==> src/rtl/mbist_pkg.sv <==
// Shared definitions for the LFSR memory self-test checker.
// Assumes a 5-bit maximal-length generator (period 31).
package mbist_pkg;

    localparam int LFSR_W = 5;

    typedef logic [LFSR_W-1:0] lfsr_t;

    typedef enum logic {
        PH_WRITE = 1'b0,
        PH_READ  = 1'b1
    } phase_e;

    // Next state for x^5 + x^3 + 1, shifting toward the MSB.
    function automatic lfsr_t lfsr_next(input lfsr_t s);
        return {s[LFSR_W-2:0], s[4] ^ s[2]};
    endfunction

endpackage

==> src/rtl/bist_seq.sv <==
// Address sequencer: sweeps 0..DEPTH-1 as a write pass, then as a read pass,
// and repeats. It issues one access per enabled cycle.
// Assumes DEPTH fits in ADDR_W bits.
module bist_seq
    import mbist_pkg::*;
#(
    parameter int DEPTH  = 32,
    parameter int ADDR_W = $clog2(DEPTH)
) (
    input  logic              clk,
    input  logic              rst_n,
    input  logic              enable,
    output logic [ADDR_W-1:0] addr,
    output phase_e            phase,
    output logic              wr_en,
    output logic              rd_issue
);

    localparam logic [ADDR_W-1:0] LAST = ADDR_W'(DEPTH - 1);

    logic at_last;
    assign at_last = (addr == LAST);

    // Advance the address and flip the pass at the end of each sweep.
    always_ff @(posedge clk) begin
        if (!rst_n) begin
            addr  <= '0;
            phase <= PH_WRITE;
        end else if (enable) begin
            if (at_last) begin
                addr  <= '0;
                phase <= (phase == PH_WRITE) ? PH_READ : PH_WRITE;
            end else begin
                addr <= addr + 1'b1;
            end
        end
    end

    // Access strobes, suppressed in reset and while idle.
    always_comb begin
        wr_en    = rst_n && enable && (phase == PH_WRITE);
        rd_issue = rst_n && enable && (phase == PH_READ);
    end

    a_r3_addr_advance: assert property (@(posedge clk) disable iff (!rst_n)
        enable && !at_last |=> addr == ADDR_W'($past(addr) + 1'b1) && $stable(phase));

    a_r3_sweep_wrap: assert property (@(posedge clk) disable iff (!rst_n)
        enable && at_last |=> addr == '0 && phase != $past(phase));

    a_r4_idle_freeze: assert property (@(posedge clk) disable iff (!rst_n)
        !enable |=> $stable(addr) && $stable(phase));

    a_r3_one_access: assert property (@(posedge clk) disable iff (!rst_n)
        !(wr_en && rd_issue));

endmodule

==> config.mk <==
export PLATFORM = sky130hd
export DESIGN_NAME = bist_seq
export DESIGN_NICKNAME = d
export VERILOG_FILES = /design/src/rtl/mbist_pkg.sv /design/src/rtl/bist_seq.sv
export SDC_FILE = /design/constraint.sdc
export NUM_CORES = 1
export LEC_CHECK = 0
export ABC_AREA = 1
export BUFFER_PORTS_ARGS = -buffer_cell sky130_fd_sc_hd__buf_2
export CELL_PAD_IN_SITES_DETAIL_PLACEMENT = 1
export CELL_PAD_IN_SITES_GLOBAL_PLACEMENT = 1
export CORE_AREA = 2 2 39 41
export CTS_CLUSTER_DIAMETER = 200
export DETAILED_ROUTE_END_ITERATION = 8
export DIE_AREA = 0 0 41 43
export GPL_TIMING_DRIVEN = 0
export PLACE_DENSITY_LB_ADDON = 0.1
export SYNTH_ARGS = -nofsm -noshare
export SYNTH_HDL_FRONTEND = slang
export SYNTH_SLANG_ARGS = --single-unit
==> constraint.sdc <==
create_clock -name clk -period 1.5 [get_ports clk]
set_input_delay 0.15 -clock clk [delete_from_list [all_inputs] [get_ports clk]]
set_output_delay 0.15 -clock clk [all_outputs]
set_load 0.02 [all_outputs]
Word-level counts from Yosys, hierarchy flattened
Cells that the tools add are included.
- register bits after elaboration: 6
- output and inout bits: 8
- logic and storage cells: 11
- add/subtract/negate cells: 1
- equality and inequality tests: 1
- multiplexer cells: 2
- bitwise operators: 1
- reduce and logical (&&, ||, !) cells: 4
- operators with widths (operator ; number):
    adder 5 x 1 -> 5 bit, second input constant ; 1
    equality test 5 bit, second input constant ; 1
    2-to-1 mux 5 bit ; 1
    logical AND 1 bit ; 3
    AND reduction 2 bit ; 1
    2-to-1 mux 1 bit ; 1
    inverter 1 bit ; 1

Longest topological paths before layout
Gate-level depths: netlist (run 1).
- word-level depth: 2
- mapped depth: 8

Worst setup path before layout (run 1)
OpenSTA, ideal clock, no wires.
- path kind: reg-to-reg
- start point: reg addr[0]
- end point: reg addr[0]
- setup time: 80 ps
- arrival: 1256 ps
- path slack: 164 ps
- cell stages (with the launch flop): 7
- buffers on the path: 0
- clock period less this slack: 1336 ps
- cell sequence: dfxtp_1 > ha_1 > and3_1 > ha_1 > nand2_1 > nand2_1 > nor3b_1
- word-level cells in the longest chain between the ends: 2
- ends and longest elaborated chain (what ; RTL line ; text):
    start, declared ; bist_seq.sv:13 ; output logic [ADDR_W-1:0] addr,
    start signal, assigned ; bist_seq.sv:34 ; addr <= addr + 1'b1;
    adder 5 x 1 -> 5 bit or equality test 5 bit (tied branches) ; bist_seq.sv:34, bist_seq.sv:22 ;
    2-to-1 mux 5 bit (*) ; bist_seq.sv:30 ; if (at_last) begin
Every way passes the cells marked *; elsewhere a longest branch is shown, timed or not.
A chain may end at the register's enable or synchronous reset.

Worst setup path in the final report (run 1)
Ends and elaborated chain as after synthesis.

==> impl_metrics.toml, run 1 <==
[placement]
dpl_worst_slack_ns = 0.0975
gp_congestion = 0.585
placed_cells = 63
io_buffer_count = 10
dp_hpwl_um = 603
placed_cell_area_um2 = 348

[layout]
antennaDiodeCount = 0
final_core_utilization_pct = 27.1
drive_gt1_share_pct = 34.0
area_growth_pct = 35.1
fin_cells = 66
num-nets-final = 57
final_area_um2 = 375

[yosys]
yosysTopAreaCell = "dfxtp_1"
postSynth.asyncResetShare_pct = 0
synthFlopType = "dfxtp_1"
synth_fa_ha_area_share_pct = 9.01
synth_warnings = 0
synth_edf_count = 0
yosysSeqAreaShare_pct = 43.2
synth_compound_area_share_pct = 7.21
yosys.area_share.simple_pct = 32.0
yosys_register_bits = 6
synth_xor_area_share_pct = 3.15
synth_most_common_cell = "nor2_1"
synth_top_area_share_pct = 43.2
yosysUniqueCellTypes = 13
syn_area_um2 = 278
synth_fp_nets = 42
syn_avg_cell_area_um2 = 7.51
syn_inst = 37
ys_top_cells_by_area = "dfxtp_1 43%, nor2_1 11%, ha_1 9.0%, nand2_1 8.1%, o21ai_0 5.4%"
synth_common_cells = "8 x nor2_1, 6 x dfxtp_1, 6 x nand2_1, 4 x inv_1, 3 x o21ai_0"
muxShareOfSynthArea_pct = 0
synth_top_family_by_area = "simple AND/OR/NAND/NOR gates"

[global_routing]
grt_max_degree = 8
grt_pass1_vias = 299
grt_overflow = 0
grt_pass1_wl_um = 1250
grt_use_total_pct = 11.2
antenna_found_initial = 0

[timing]
finalSetupViolations = 0
period_needed_ns = 1.34
fin_skew_ns = 0.00682
max-slew-margin-rel_pct = 90.3
fin_tns_setup_ns = 0
rsz0062_at_grt = "no"
period_share_pct = 89.1
fmax_mhz = 749
whs_ns = 0.190
slew_viol_final = 0
setup_ws_ns = 0.164
hold_viol_final = 0
tightestPinTransition_ns = 0.143

[route]
drt_iter0_markers = 0
dr.pass1.iters = 1
drcViolationCount = 0
ant_nets = 0
num_vias = 285
via_per_inst = 4.32
wirelength_um = 715
wl_per_cell_um = 10.8

[power_and_ir_drop]
p_leak_nw = 0.193
ir_worst_vdd_uv = 236
clockPowerShare_pct = 40.5
seq_power_share_pct = 46.6
sw_frac_of_total_pct = 26.1
report.power.total_mw = 0.372
p_sw_mw = 0.0972
pwr-share-comb_pct = 12.9
power.density_nw_per_um2 = 992
intPower_mw = 0.275

[clock_tree]
htreeDepth = 1
cts_made_buffers = 3
clk_latency_ns = 0.24
cts_buffer_depth = 2
cts_tree = "done"
cts_hold_buf = 0
path_clk_slew_ns = 0.05
clock-root-buffer = "clkbuf_4"
cts_resized = 0
cts_setup_buffers = 0
cts_num_sinks = 6

[hold_path]
hold_path.startpoint = "rst_n"
min_path_type = "input port to flop"
worstHoldPathCells = 3
hold_end = "addr[1]$_SDFFE_PN0P_"

[setup_path]
setup.worst_path.end_class = "flop"
slowest_stage = "dfxtp_1"
path_cells = "ha_1 -> and3_1 -> ha_1 -> nand2_2 -> nand2_2 -> nor3b_1"
worstPathMaxFanout = 4
arrival_ns = 1.50
crit_type = "flop to flop"
worstPathRequired_ns = 1.67
r2r_start = "addr[0]$_SDFFE_PN0P_"
rr_worst_depth = 6
rr_endpoint = "addr[0]$_SDFFE_PN0P_"
rrSetupSlack_ns = 0.16
cp-start-kind = "flop"
slowest_delay_ns = 0.33

[floorplan]
fp.dieW_um = 41
rows = 14
boundaryPins = 11
dieArea_um2 = 1760
dieHeight_um = 43
initial_core_util_pct = 20.1
core_area_um2 = 1380

[flow_run]
cap_viol_max_count = 0

[status]
status = "completed"
flip-flops by register name, summed over array words and instances, names as in the netlist:
name	cells
addr	5
phase	1
area by class of cell:
cell class	count	area, µm²
Sequential cell	6	120
Clock buffer	3	22.5
Inverter	4	15.0
Fill cell	190	1010
Multi-Input combinational cell	27	148
Tap cell	16	20.0
Timing Repair Buffer	10	50.0
cell families (layout without fill, tap and decap cells):
logic type,after synthesis,count (layout)
AOI/OAI and AO/OA,4,4
DFF,6,6
and+or+nand+nor,20,20
adders and majority gates,2,2
xor gates and xnor gates,1,1
buffers and inverters,4,17
worst max-delay path: cells and delay by family (launching register included):
kind / cells / cell delay, ns
DFF: 1 / 0.33
adders and majority gates: 2 / 0.40
and+or+nand+nor: 4 / 0.52
worst max path at each step:
stage	start	to	slack, ns	depth (start not counted)
finish	addr[0]$_SDFFE_PN0P_	addr[0]$_SDFFE_PN0P_	0.16	6
global route	addr[0]$_SDFFE_PN0P_	addr[3]$_SDFFE_PN0P_	0.03	8
CTS	addr[0]$_SDFFE_PN0P_	addr[3]$_SDFFE_PN0P_	0.08	8
detailed placement	addr[0]$_SDFFE_PN0P_	addr[3]$_SDFFE_PN0P_	0.1	8
global placement	addr[0]$_SDFFE_PN0P_	addr[0]$_SDFFE_PN0P_	0.14	6
floorplan	addr[0]$_SDFFE_PN0P_	addr[0]$_SDFFE_PN0P_	0.16	6
power groups by stage:
stage / Sequential (mW) / Combinational (mW) / Clock [mW]
floorplan: 0.184 / 0.0204 / 0
global placement: 0.176 / 0.0462 / 0
finish: 0.173 / 0.0481 / 0.151
detailed placement: 0.177 / 0.0488 / 0
CTS: 0.173 / 0.0489 / 0.162
global route: 0.174 / 0.0553 / 0.170
placed cells by master, fill, tap and decap left out:
cell type / count
o21ai_0: 3
nor3b_1: 1
buf_2: 10
a21oi_1: 1
ha_1: 2
clkbuf_4: 3
inv_1: 4
nor2_2: 1
nor2_1: 8
nand2_1: 4
dfxtp_1: 6
and3_1: 1
nand2_2: 3
xor2_1: 1
nor3_1: 2
per-layer routing:
layer  track usage [%]  part of all wire [%]
met5                 0                     0
met4              10.0                   1.1
met2              16.6                    52
met1              11.9                    41
met3              3.14                   6.3
Note: power is estimated with default switching activity, not from simulation.
==> run 2, diff against run 1 <==
PLACE_DENSITY = 0.59   (was unset)
PLACE_DENSITY_LB_ADDON = unset   (was 0.1)
==> run 2 against run 1 <==
  * Wire length is 17% lower
  * Hold slack got worse by 0.0026 ns
  * Total power decreased by 1.3%
  * Via count decreased by 5.3%
  * Setup slack got worse by 0.018 ns
  * Flip-flop and latch count did not move
  * Maximum frequency shrank 1.3%
  * Count of clock-buffer cells in the layout unchanged
  * Clock power down 3%
  * Sequential power is essentially flat
  * Largest cell class unchanged
  * Combinational power shrank 1%
==> impl_metrics.toml, run 2 (synthesized netlist as in run 1, its figures left out) <==
[global_routing]
grt_max_degree = 8
grt_overflow = 0
antenna_found_initial = 0
grt_pass1_vias = 255
grt_pass1_wl_um = 1060
grt_use_total_pct = 10.1

[setup_path]
r2r_start = "addr[0]$_SDFFE_PN0P_"
rr_endpoint = "addr[3]$_SDFFE_PN0P_"
rrSetupSlack_ns = 0.15
arrival_ns = 1.54
worstPathRequired_ns = 1.68
worstPathMaxFanout = 4
crit_type = "flop to flop"
cp-start-kind = "flop"
setup.worst_path.end_class = "flop"
rr_worst_depth = 8

[clock_tree]
cts_resized = 0
clock-root-buffer = "clkbuf_4"
path_clk_slew_ns = 0.04
cts_num_sinks = 6
cts_buffer_depth = 2
clk_latency_ns = 0.24
cts_hold_buf = 0
cts_tree = "done"
htreeDepth = 1
cts_setup_buffers = 0
cts_made_buffers = 3

[floorplan]
dieArea_um2 = 1760
core_area_um2 = 1380
fp.dieW_um = 41
rows = 14
dieHeight_um = 43
initial_core_util_pct = 20.1
boundaryPins = 11

[layout]
largest_reg_flops = 5
largest-register = "addr"
drive_gt1_share_pct = 32.0
antennaDiodeCount = 0
fin_cells = 66
num-nets-final = 57
layout.cells.most_common = "buf_2"
area_growth_pct = 35.1
final_area_um2 = 375
final_core_utilization_pct = 27.1
most-common-layout-cells = "10 x buf_2, 8 x nor2_1, 6 x nand2_1, 6 x dfxtp_1, 4 x inv_1"
reg_top3 = "addr (5), phase (1)"

[route]
wirelength_um = 591
wl_per_cell_um = 8.95
drcViolationCount = 0
drt_iter0_markers = 2
ant_nets = 0
route.met3.wl_um = 63
dr.pass1.iters = 2
wl_met2_um = 232
num_vias = 270
top_layer_used = "met4"
wl_met1_um = 281
via_per_inst = 4.09

[status]
status = "completed"

[timing]
period_needed_ns = 1.35
rsz0062_at_grt = "no"
finalSetupViolations = 0
fin_tns_setup_ns = 0
fin_skew_ns = 0.00125
max-slew-margin-rel_pct = 89.8
fmax_mhz = 738
slew_viol_final = 0
hold_viol_final = 0
period_share_pct = 90.3
tightestPinTransition_ns = 0.151

[power_and_ir_drop]
report.power.total_mw = 0.368
power.density_nw_per_um2 = 979
ir_worst_vdd_uv = 371
p_leak_nw = 0.195

[placement]
gp_congestion = 0.638
io_buffer_count = 10
placed_cells = 63
placed_cell_area_um2 = 348
dp_hpwl_um = 473

[hold_path]
hold_path.startpoint = "rst_n"
min_path_type = "input port to flop"
worstHoldPathCells = 3
hold_end = "addr[4]$_SDFFE_PN0P_"

[flow_run]
cap_viol_max_count = 0
run 2: cell counts in the layout (fill, tap and decap cells not counted):
Identical to the previous run, type by type.
run 2: worst max-delay path by stage:
| stage | endpoint | cells past startpoint | slack [ns] | start |
|---|---|---|---|---|
| 6_report | addr[3]$_SDFFE_PN0P_ | 8 | 0.15 | addr[0]$_SDFFE_PN0P_ |
| 3_3_place_gp | addr[0]$_SDFFE_PN0P_ | 6 | 0.13 | addr[0]$_SDFFE_PN0P_ |
| 2_1_floorplan | addr[0]$_SDFFE_PN0P_ | 6 | 0.16 | addr[0]$_SDFFE_PN0P_ |
| 4_1_cts | addr[0]$_SDFFE_PN0P_ | 6 | 0.12 | addr[0]$_SDFFE_PN0P_ |
| 5_1_grt | addr[3]$_SDFFE_PN0P_ | 8 | 0.02 | addr[0]$_SDFFE_PN0P_ |
| 3_5_place_dp | addr[0]$_SDFFE_PN0P_ | 6 | 0.13 | addr[0]$_SDFFE_PN0P_ |
run 2: power breakdown:
group / internal (mW) / switching [mW] / leakage [nW]
registers: 0.167 / 0.00659 / 0.0491
logic: 0.0175 / 0.0299 / 0.132
clock network: 0.0903 / 0.0560 / 0.0138
total: 0.275 / 0.0925 / 0.195
run 2: critical path: stages (launching register included):
cell	delay (ns)
dfxtp_1	0.33
ha_1	0.21
and3_1	0.18
ha_1	0.17
nand2_1	0.10
nand2_1	0.11
inv_1	0.07
nand2_1	0.05
nor2_1	0.07
run 2: layer usage:
metal,vias up,GRT usage [%]
met4,0,8.00
met2,11,10.6
li1,144,-
met5,-,0
met3,2,9.42
met1,113,11.6
run 2: layout make-up:
class	instances	area, µm²
Tap cell	16	20.0
Sequential cell	6	120
Clock buffer	3	22.5
Fill cell	172	1010
Timing Repair Buffer	10	50.0
Inverter	4	15.0
Multi-Input combinational cell	27	148
run 2: per-stage QoR:
stage | setup slack [ns] | hold WS, ns
global route | 0.0167 | 0.178
CTS | 0.116 | 0.179
floorplan | 0.164 | 0.286
global placement | 0.128 | 0.439
detailed placement | 0.128 | 0.445
finish | 0.146 | 0.188
==> run 3, diff against run 2 <==
PLACE_DENSITY = 0.61   (was 0.59)
clock period = 1.14 ns   (was 1.5 ns; I/O delays follow)
==> run 3 against run 2 <==
  * Core utilization is 6.6 points higher
  * First-iteration DRC count is 50% lower
  * Global-route usage is 0.51 points lower
  * Clock skew is 0.0011 ns lower
  * Register-to-register slack worse by 0.18 ns
  * Total power is 45% higher
  * Combinational power is 83% higher
  * The run now ends with setup timing left
==> impl_metrics.toml, run 3 (synthesized netlist as in run 1, its figures left out) <==
[floorplan]
boundaryPins = 11
dieHeight_um = 43
fp.dieW_um = 41
initial_core_util_pct = 20.1
core_area_um2 = 1380
rows = 14
dieArea_um2 = 1760

[route]
ant_nets = 0
num_vias = 292
drcViolationCount = 0
wirelength_um = 652
via_per_inst = 4.23
dr.pass1.iters = 2
drt_iter0_markers = 1
wl_per_cell_um = 9.45

[setup_path]
crit_type = "flop to flop"
cp-start-kind = "flop"
worstPathMaxFanout = 3
rr_endpoint = "addr[0]$_SDFFE_PN0P_"
worstPathRequired_ns = 1.31
setup.worst_path.end_class = "flop"
rrSetupSlack_ns = -0.04
rr_worst_depth = 6
arrival_ns = 1.35
r2r_start = "addr[1]$_SDFFE_PN0P_"

[layout]
most-common-layout-cells = "9 x buf_2, 7 x nor2_1"
final_area_um2 = 467
drive_gt1_share_pct = 58.5
num-nets-final = 59
largest-register = "addr"
area_growth_pct = 68.0
layout.cells.most_common = "buf_2"
reg_top3 = "addr (5), phase (1)"
antennaDiodeCount = 0
largest_reg_flops = 5
fin_cells = 69

[clock_tree]
cts_tree = "done"
htreeDepth = 1
cts_made_buffers = 3
cts_hold_buf = 0
clock-root-buffer = "clkbuf_4"
cts_num_sinks = 6
cts_buffer_depth = 2
path_clk_slew_ns = 0.05
clk_latency_ns = 0.25

[placement]
gp_congestion = 0.645
dp_hpwl_um = 522
io_buffer_count = 10
placed_cells = 63
placed_cell_area_um2 = 402

[timing]
fmax_mhz = 848
tightestPinTransition_ns = 0.194
rsz0062_at_grt = "yes"
slew_viol_final = 0
period_needed_ns = 1.18
setup_ws_ns = -0.0391
hold_viol_final = 0
max-slew-margin-rel_pct = 87.1
period_share_pct = 103
fin_tns_setup_ns = -0.113
finalSetupViolations = 3
fin_skew_ns = 0.000157

[power_and_ir_drop]
p_sw_mw = 0.145
clockPowerShare_pct = 41.0
pwr-share-comb_pct = 16.2
report.power.total_mw = 0.535
seq_power_share_pct = 42.8
intPower_mw = 0.390
power.density_nw_per_um2 = 1150
p_leak_nw = 0.214
ir_worst_vdd_uv = 420
sw_frac_of_total_pct = 27.1

[global_routing]
grt_max_degree = 8
grt_pass1_vias = 261
antenna_found_initial = 0
grt_overflow = 0
grt_pass1_wl_um = 1060
grt_use_total_pct = 9.54

[hold_path]
worstHoldPathCells = 3
hold_path.startpoint = "rst_n"
min_path_type = "input port to flop"
hold_end = "addr[4]$_SDFFE_PN0P_"

[flow_run]
cap_viol_max_count = 0

[status]
violations = "setup timing"
status = "finished with violations"
run 3: per-layer routing:
metal  track usage, %  share of wire (%)  vias to the layer above
li1                 -                  -                      150
met1             9.32                 42                      131
met2             14.1                 49                        8
met3             6.28                6.3                        3
met4             6.00                2.3                        0
met5                0                  0                        -
run 3: layout make-up:
class / instances / area [µm²]
Sequential cell: 6 / 130
Inverter: 4 / 15.0
Tap cell: 16 / 20.0
Multi-Input combinational cell: 27 / 208
Fill cell: 167 / 917
Clock buffer: 4 / 26.3
Timing Repair Buffer: 12 / 67.6
run 3: what timing repair did:
item,CTS,global route
gates resized for setup,3,5
endpoints found under the setup margin,4,6
buffers inserted,2,0
gates cloned,0,0
pin swaps,2,2
run 3: how the worst max path moves through the flow:
| stage | from | cells after the start | to | slack [ns] |
|---|---|---|---|---|
| floorplan | addr[0]$_SDFFE_PN0P_ | 6 | addr[0]$_SDFFE_PN0P_ | -0.05 |
| global placement | addr[1]$_SDFFE_PN0P_ | 6 | addr[0]$_SDFFE_PN0P_ | -0.09 |
| detailed placement | addr[0]$_SDFFE_PN0P_ | 6 | addr[0]$_SDFFE_PN0P_ | -0.1 |
| CTS | addr[1]$_SDFFE_PN0P_ | 6 | addr[0]$_SDFFE_PN0P_ | -0.05 |
| global route | addr[1]$_SDFFE_PN0P_ | 8 | addr[3]$_SDFFE_PN0P_ | -0.12 |
| finish | addr[1]$_SDFFE_PN0P_ | 6 | addr[0]$_SDFFE_PN0P_ | -0.04 |
run 3: through the flow:
step / utilization, % / setup WS [ns] / hold slack (ns)
final: 33.7 / -0.0391 / 0.163
after global routing: 33.7 / -0.123 / 0.162
after CTS: 32.7 / -0.0537 / 0.149
after detailed placement: 29.0 / -0.0960 / 0.407
after global placement: 29.0 / -0.0921 / 0.410
after floorplan: - / -0.0479 / 0.240
run 3: power groups by stage:
stage          logic (mW)  registers (mW)  clock network [mW]
2_1_floorplan      0.0316           0.247                   0
3_3_place_gp       0.0667           0.236                   0
3_5_place_dp       0.0691           0.236                   0
4_1_cts            0.0827           0.229               0.232
5_1_grt            0.0995           0.230               0.251
6_report           0.0866           0.229               0.219
run 3: critical path: stages, from the launching register on:
cell     delay, ns
dfxtp_4       0.34
ha_4          0.15
and3_4        0.18
ha_4          0.16
nand2_4       0.07
nand2_4       0.06
nor3b_2       0.14
